<file path="src/rtl/cordic_rot_pkg.sv">
`timescale 1ns/1ps
// Package: cordic_rot_pkg
// Constant helpers for the rotator. They compute the fixed-point micro-rotation
// angles, the value of pi and the inverse iteration gain at elaboration time.
// Assumes fw stays at or below 50, so that the real arithmetic is exact enough.
package cordic_rot_pkg;

    // 2.0 raised to a non-negative integer power
    function automatic real pow2(input int e);
        real p;
        p = 1.0;
        for (int k = 0; k < e; k++) p = p * 2.0;
        return p;
    endfunction

    // arctangent of 2^-idx in radians, by power series (t <= 0.5 for idx >= 1)
    function automatic real atan_pow2(input int idx);
        real t, term, acc;
        if (idx == 0) return 0.78539816339744830962;
        t = 1.0 / pow2(idx);
        acc = 0.0;
        term = t;
        for (int m = 0; m < 40; m++) begin
            if (m % 2 == 0) acc = acc + term / real'(2 * m + 1);
            else            acc = acc - term / real'(2 * m + 1);
            term = term * t * t;
        end
        return acc;
    endfunction

    // square root by Newton iteration, for arguments >= 1
    function automatic real sqrt_nr(input real v);
        real r;
        r = v;
        for (int k = 0; k < 40; k++) r = 0.5 * (r + v / r);
        return r;
    endfunction

    // micro-rotation angle for stage idx, scaled by 2^fw and rounded
    function automatic longint atan_fix(input int idx, input int fw);
        return longint'(atan_pow2(idx) * pow2(fw));
    endfunction

    // pi scaled by 2^fw and rounded
    function automatic longint pi_fix(input int fw);
        return longint'(3.14159265358979323846 * pow2(fw));
    endfunction

    // 1/K for n stages, scaled by 2^fw and rounded
    function automatic longint inv_gain_fix(input int n, input int fw);
        real g;
        g = 1.0;
        for (int i = 0; i < n; i++) g = g * sqrt_nr(1.0 + 1.0 / pow2(2 * i));
        return longint'(pow2(fw) / g);
    endfunction

endpackage

</file>
<file path="src/rtl/cordic_rot_fold.sv">
`timescale 1ns/1ps
// Module: cordic_rot_fold
// Widens the inputs to the internal format: coordinates get FW fraction bits,
// and the angle gets FW fraction bits in radians. An angle beyond +-pi/2 is
// brought back by +-pi, and the vector is negated to match. The result is
// registered. Assumes FW >= FRAC_IN and enough headroom in DW and AW for +-pi.
module cordic_rot_fold #(
    parameter int FRAC_IN   = 12,
    parameter int SIGNED_IO = 1,
    parameter int FW        = 17,
    parameter int DW        = 21,
    parameter int AW        = 21,
    parameter int XW        = 14,
    parameter int AIW       = 15
) (
    input  logic                 clk,
    input  logic                 rst_n,
    input  logic                 en,
    input  logic [XW-1:0]        x_in,
    input  logic [XW-1:0]        y_in,
    input  logic [AIW-1:0]       a_in,
    output logic signed [DW-1:0] x_o,
    output logic signed [DW-1:0] y_o,
    output logic signed [AW-1:0] z_o
);
    localparam int SH = FW - FRAC_IN;
    localparam logic signed [AW-1:0] PI_C      = AW'(cordic_rot_pkg::pi_fix(FW));
    localparam logic signed [AW-1:0] HALF_PI_C = AW'(cordic_rot_pkg::pi_fix(FW - 1));
    localparam logic signed [AW-1:0] Z_LIM     = HALF_PI_C + AW'(2);

    logic signed [DW-1:0] x_ext, y_ext, x_f, y_f;
    logic signed [AW-1:0] z_ext, z_f;

    generate
        if (SIGNED_IO != 0) begin : g_signed_in
            assign x_ext = $signed({{(DW-XW){x_in[XW-1]}}, x_in}) <<< SH;
            assign y_ext = $signed({{(DW-XW){y_in[XW-1]}}, y_in}) <<< SH;
            assign z_ext = $signed({{(AW-AIW){a_in[AIW-1]}}, a_in}) <<< SH;
        end else begin : g_unsigned_in
            assign x_ext = $signed({{(DW-XW){1'b0}}, x_in}) <<< SH;
            assign y_ext = $signed({{(DW-XW){1'b0}}, y_in}) <<< SH;
            assign z_ext = $signed({{(AW-AIW){1'b0}}, a_in}) <<< SH;
        end
    endgenerate

    // fold the angle into [-pi/2, +pi/2] and negate the vector to match
    always_comb begin
        x_f = x_ext;
        y_f = y_ext;
        z_f = z_ext;
        if (z_ext > HALF_PI_C) begin
            x_f = -x_ext;
            y_f = -y_ext;
            z_f = z_ext - PI_C;
        end else if (z_ext < -HALF_PI_C) begin
            x_f = -x_ext;
            y_f = -y_ext;
            z_f = z_ext + PI_C;
        end
    end

    // register the folded vector and angle
    always_ff @(posedge clk) begin
        if (!rst_n) begin
            x_o <= '0;
            y_o <= '0;
            z_o <= '0;
        end else if (en) begin
            x_o <= x_f;
            y_o <= y_f;
            z_o <= z_f;
        end
    end

    AST_FOLD_RANGE: assert property (@(posedge clk) disable iff (!rst_n)
        (z_o <= Z_LIM) && (z_o >= -Z_LIM));

endmodule

</file>
<file path="src/rtl/cordic_rot_stage.sv">
`timescale 1ns/1ps
// Module: cordic_rot_stage
// One registered micro-rotation, number IDX. It rotates the vector by
// +-atan(2^-IDX), picking the direction that drives the residual angle toward
// zero. Assumes the residual angle at the input is within the convergence range.
module cordic_rot_stage #(
    parameter int DW  = 21,
    parameter int AW  = 21,
    parameter int FW  = 17,
    parameter int IDX = 0
) (
    input  logic                 clk,
    input  logic                 rst_n,
    input  logic                 en,
    input  logic signed [DW-1:0] x_i,
    input  logic signed [DW-1:0] y_i,
    input  logic signed [AW-1:0] z_i,
    output logic signed [DW-1:0] x_o,
    output logic signed [DW-1:0] y_o,
    output logic signed [AW-1:0] z_o
);
    localparam logic signed [AW-1:0] STEP_ANG = AW'(cordic_rot_pkg::atan_fix(IDX, FW));
    localparam logic signed [AW-1:0] Z_BOUND  = (STEP_ANG <<< 1) + AW'(32);

    logic signed [DW-1:0] x_sh, y_sh;
    logic                 turn_pos;

    assign x_sh     = x_i >>> IDX;
    assign y_sh     = y_i >>> IDX;
    assign turn_pos = ~z_i[AW-1];

    // apply one shift-add rotation step and update the residual angle
    always_ff @(posedge clk) begin
        if (!rst_n) begin
            x_o <= '0;
            y_o <= '0;
            z_o <= '0;
        end else if (en) begin
            if (turn_pos) begin
                x_o <= x_i - y_sh;
                y_o <= y_i + x_sh;
                z_o <= z_i - STEP_ANG;
            end else begin
                x_o <= x_i + y_sh;
                y_o <= y_i - x_sh;
                z_o <= z_i + STEP_ANG;
            end
        end
    end

    AST_RESIDUAL_SHRINKS: assert property (@(posedge clk) disable iff (!rst_n)
        (z_o <= Z_BOUND) && (z_o >= -Z_BOUND));

endmodule

</file>
<file path="src/rtl/cordic_rot_post.sv">
`timescale 1ns/1ps
// Module: cordic_rot_post
// Output stage. When COMPENSATE is set it multiplies both coordinates by 1/K.
// It then rounds to nearest at FRAC_OUT fraction bits and registers the
// OW-bit signed result. Assumes FW > FRAC_OUT.
module cordic_rot_post #(
    parameter int DW         = 21,
    parameter int FW         = 17,
    parameter int NSTG       = 17,
    parameter int FRAC_OUT   = 10,
    parameter int COMPENSATE = 0,
    parameter int OW         = 13
) (
    input  logic                 clk,
    input  logic                 rst_n,
    input  logic                 en,
    input  logic signed [DW-1:0] x_i,
    input  logic signed [DW-1:0] y_i,
    output logic [OW-1:0]        x_o,
    output logic [OW-1:0]        y_o
);
    localparam int PW = DW + FW + 2;
    localparam int SH = (COMPENSATE != 0) ? (2 * FW - FRAC_OUT) : (FW - FRAC_OUT);
    localparam logic signed [PW-1:0] RND = PW'(1) <<< (SH - 1);

    logic signed [PW-1:0] x_w, y_w, x_s, y_s, x_r, y_r;

    assign x_w = {{(PW-DW){x_i[DW-1]}}, x_i};
    assign y_w = {{(PW-DW){y_i[DW-1]}}, y_i};

    generate
        if (COMPENSATE != 0) begin : g_comp
            localparam logic signed [PW-1:0] INV_K = PW'(cordic_rot_pkg::inv_gain_fix(NSTG, FW));
            assign x_s = x_w * INV_K;
            assign y_s = y_w * INV_K;
        end else begin : g_raw
            assign x_s = x_w;
            assign y_s = y_w;
        end
    endgenerate

    assign x_r = (x_s + RND) >>> SH;
    assign y_r = (y_s + RND) >>> SH;

    // register the rounded outputs together
    always_ff @(posedge clk) begin
        if (!rst_n) begin
            x_o <= '0;
            y_o <= '0;
        end else if (en) begin
            x_o <= x_r[OW-1:0];
            y_o <= y_r[OW-1:0];
        end
    end

    AST_NO_OVERFLOW_X: assert property (@(posedge clk) disable iff (!rst_n)
        (&x_r[PW-1:OW-1]) || !(|x_r[PW-1:OW-1]));
    AST_NO_OVERFLOW_Y: assert property (@(posedge clk) disable iff (!rst_n)
        (&y_r[PW-1:OW-1]) || !(|y_r[PW-1:OW-1]));

endmodule

</file>
<file path="src/rtl/cordic_rotator.sv">
`timescale 1ns/1ps
// Module: cordic_rotator
// Top of the pipelined rotator. The chain is a fold register, then NSTG
// micro-rotation stages, then the scale-and-round register. Latency is
// NSTG+2 enabled clocks. Assumes a synchronous active-low reset and
// FRAC_IN, FRAC_OUT >= 1.
module cordic_rotator #(
    parameter int FRAC_IN    = 12,
    parameter int FRAC_OUT   = 10,
    parameter int SIGNED_IO  = 1,
    parameter int COMPENSATE = 0,
    parameter int GUARD      = 5
) (
    input  logic                                                         clk,
    input  logic                                                         rst_n,
    input  logic                                                         en,
    input  logic [((SIGNED_IO != 0) ? FRAC_IN + 2 : FRAC_IN + 1)-1:0]    x_in,
    input  logic [((SIGNED_IO != 0) ? FRAC_IN + 2 : FRAC_IN + 1)-1:0]    y_in,
    input  logic [((SIGNED_IO != 0) ? FRAC_IN + 3 : FRAC_IN + 2)-1:0]    ang_in,
    output logic [((COMPENSATE != 0) ? FRAC_OUT + 2 : FRAC_OUT + 3)-1:0] x_out,
    output logic [((COMPENSATE != 0) ? FRAC_OUT + 2 : FRAC_OUT + 3)-1:0] y_out
);
    localparam int XW   = (SIGNED_IO != 0) ? FRAC_IN + 2 : FRAC_IN + 1;
    localparam int AIW  = (SIGNED_IO != 0) ? FRAC_IN + 3 : FRAC_IN + 2;
    localparam int OW   = (COMPENSATE != 0) ? FRAC_OUT + 2 : FRAC_OUT + 3;
    localparam int FW   = ((FRAC_IN > FRAC_OUT) ? FRAC_IN : FRAC_OUT) + GUARD;
    localparam int NSTG = FW;
    localparam int DW   = FW + 4;
    localparam int AW   = FW + 4;

    logic signed [DW-1:0] x_p [0:NSTG];
    logic signed [DW-1:0] y_p [0:NSTG];
    logic signed [AW-1:0] z_p [0:NSTG];

    cordic_rot_fold #(
        .FRAC_IN(FRAC_IN), .SIGNED_IO(SIGNED_IO), .FW(FW),
        .DW(DW), .AW(AW), .XW(XW), .AIW(AIW)
    ) u_fold (
        .clk(clk), .rst_n(rst_n), .en(en),
        .x_in(x_in), .y_in(y_in), .a_in(ang_in),
        .x_o(x_p[0]), .y_o(y_p[0]), .z_o(z_p[0])
    );

    generate
        for (genvar k = 0; k < NSTG; k++) begin : g_stage
            cordic_rot_stage #(.DW(DW), .AW(AW), .FW(FW), .IDX(k)) u_stage (
                .clk(clk), .rst_n(rst_n), .en(en),
                .x_i(x_p[k]), .y_i(y_p[k]), .z_i(z_p[k]),
                .x_o(x_p[k+1]), .y_o(y_p[k+1]), .z_o(z_p[k+1])
            );
        end
    endgenerate

    cordic_rot_post #(
        .DW(DW), .FW(FW), .NSTG(NSTG), .FRAC_OUT(FRAC_OUT),
        .COMPENSATE(COMPENSATE), .OW(OW)
    ) u_post (
        .clk(clk), .rst_n(rst_n), .en(en),
        .x_i(x_p[NSTG]), .y_i(y_p[NSTG]),
        .x_o(x_out), .y_o(y_out)
    );

    AST_HOLD_WHEN_IDLE: assert property (@(posedge clk) disable iff (!rst_n)
        (rst_n && !en) |=> ($stable(x_out) && $stable(y_out)));

endmodule

</file>
<file path="config.mk">
export PLATFORM = sky130hd
export DESIGN_NAME = cordic_rotator
export DESIGN_NICKNAME = d
export VERILOG_FILES = /design/src/rtl/cordic_rot_pkg.sv /design/src/rtl/cordic_rot_fold.sv /design/src/rtl/cordic_rot_stage.sv /design/src/rtl/cordic_rot_post.sv /design/src/rtl/cordic_rotator.sv
export SDC_FILE = /design/constraint.sdc
export NUM_CORES = 2
export LEC_CHECK = 0
export BUFFER_PORTS_ARGS = -buffer_cell sky130_fd_sc_hd__buf_2
export CORE_UTILIZATION = 45
export CTS_BUF_LIST = sky130_fd_sc_hd__clkbuf_16
export DETAILED_ROUTE_END_ITERATION = 8
export GPL_TIMING_DRIVEN = 0
export SLEW_MARGIN = 20
export SYNTH_ARGS = -nofsm -noshare
export SYNTH_HDL_FRONTEND = slang
export SYNTH_HIERARCHICAL = 1
export SYNTH_SLANG_ARGS = --single-unit
export TNS_END_PERCENT = 5
</file>
<file path="constraint.sdc">
create_clock -name clk -period 7.3 [get_ports clk]
set_input_delay 0.365 -clock clk [delete_from_list [all_inputs] [get_ports clk]]
set_output_delay 0.365 -clock clk [all_outputs]
set_load 0.005 [all_outputs]
</file>
==> impl_metrics.toml <==
[outcome]
status = "finished, final reports clean"

[final_layout]
flow.area_growth_from_synthesis_pct = 9.222
finalNetCount = 13270
drive_gt1_share_pct = 5.074
final_cell_mix = "dfxtp_1 (1071), ha_1 (1058), a21oi_1 (1047)"
final_common_cell = "dfxtp_1"
layoutNonFillerInstCount = 15033

[critical_path]
crit_required_ps = 7970
cp_max_fo = 24
worstSetupPathType = "reg -> reg"
worst_ep_arrival_time_ps = 5440
setup.worst_path.end_class = "flop"
cp-start-kind = "flop"

[clocking]
cts.htree.levels = 4
ctsHoldBuffers = 45
post_cts_buffers = 0
clock-root-buffer = "clkbuf_16"
cts_tree = "yes"
clk_pin_slew_worst_paths_ps = 60
worstSkewPairLatency_ps = 800
cts_buffers = 135
clkSinkCount = 1071
clock_path_buffers = 3
cts_resized = 0

[die]
die_width_um = 461.4
num_rows = 168
die-area_um2 = 212900
coreArea_um2 = 209600
initial_core_util_pct = 45.33
pin_count = 72
die_h_um = 461.4

[route]
drt-initial-drc-count = 7731
drc = 0
vias = 90622
wire_per_inst_um = 21.03
ant_nets = 0
dr.pass1.iters = 6
totalWireLength_mm = 316.2
vias_per_cell = 6.028

[placed_design]
port_buffers = 67
dp_hpwl_mm = 255.2
gp_congestion = 0.9632
dp_cells = 14738

[sta]
finalHoldViolations = 0
rsz0062_at_grt = "false"
fmax_mhz = 209.7
slew_headroom_pct = 32.61
fin_skew_ps = 30.76
slew_viol_final = 0
fin_crit_sh_pct = 65.32
fin_setup_tns_ps = 0
period_minus_slack_ps = 4769
setup_viol = 0
worst_pin_slew_ps = 1007

[synthesis]
avgSynthCellArea_um2 = 8.013
syn_inst = 11855
yosysWarnings = 6
syn-cell-area_um2 = 94990

[global_route]
grt_pass1_vias = 85335
antenna_found_initial = 5
grt_pass1_wl_mm = 491.0
grt_start_max_net_pins = 40
track_usage_pct = 28.81
grt-ovfl-total = 0

[worst_hold_path]
hp-class = "in -> reg"

[job]
drv_cap = 0
-- path summary, 6_finish.rpt --
check                              start                          end  slack, ps  depth (start not counted)
min                            ang_in[6]               u_fold/z_o[11]         80                          4
max          g_stage[12].u_stage/z_o[20]  g_stage[13].u_stage/y_o[18]       2530                         13
min reg2reg   g_stage[7].u_stage/y_o[20]   g_stage[7].u_stage/y_o[20]        460                          2
max reg2reg  g_stage[12].u_stage/z_o[20]  g_stage[13].u_stage/y_o[18]       2530                         13
-- through the flow --
stage / utilization [%] / hold slack [ps] / area (µm²) / setup WS, ps
3_5_place_dp: 47.21 / 447.3 / 98930 / 2669
2_1_floorplan: - / 423.2 / 95020 / 3366
4_1_cts: 49.49 / 17.14 / 103700 / 2635
5_1_grt: 49.50 / 78.40 / 103700 / 2380
6_report: 49.51 / 80.09 / 103700 / 2531
3_3_place_gp: 47.18 / 443.2 / 98870 / 2402
-- routing by layer --
metal / global-route usage [%] / vias up / part of all wire [%]
li1: - / 44082 / -
met2: 45.84 / 2752 / 44
met1: 40.80 / 43390 / 47
met5: 0 / - / 0.0041
met3: 3.560 / 396 / 6.4
met4: 7.236 / 2 / 2.2
-- area by class of cell --
cell class              instances  area (µm²)
multi-input cells            9830       69710
plain buffers                 503        2151
clock buffers                 139        3478
well taps                    2805        3510
fillers                     20546      105800
diodes                          8       20.02
flip-flops and latches       1071       21440
repair buffers                114       849.6
inverters                     460        1727
clock inverters               103       865.8
-- worst max-delay path: stages (launching register included) --
cell	delay, ps
dfxtp_1	420
clkbuf_1	430
clkinv_1	820
o21ai_0	330
xor2_1	330
ha_1	330
o21a_1	220
a2bb2oi_1	150
a31o_2	240
a21o_1	220
a221oi_1	570
nor2_1	120
mux2i_1	150
a311o_1	310
-- flip-flops by register name, indices dropped and copies added (netlist names) --
| name | flops |
|---|---|
| g_stage.u_stage/y_o | 350 |
| g_stage.u_stage/x_o | 349 |
| g_stage.u_stage/z_o | 296 |
| u_fold/z_o | 18 |
| u_fold/x_o | 16 |
| u_fold/y_o | 16 |
| u_post/x_o | 13 |
| u_post/y_o | 13 |
Power is not shown: default switching activity piles up to over one toggle a cycle in this logic, so the estimate is an artifact.
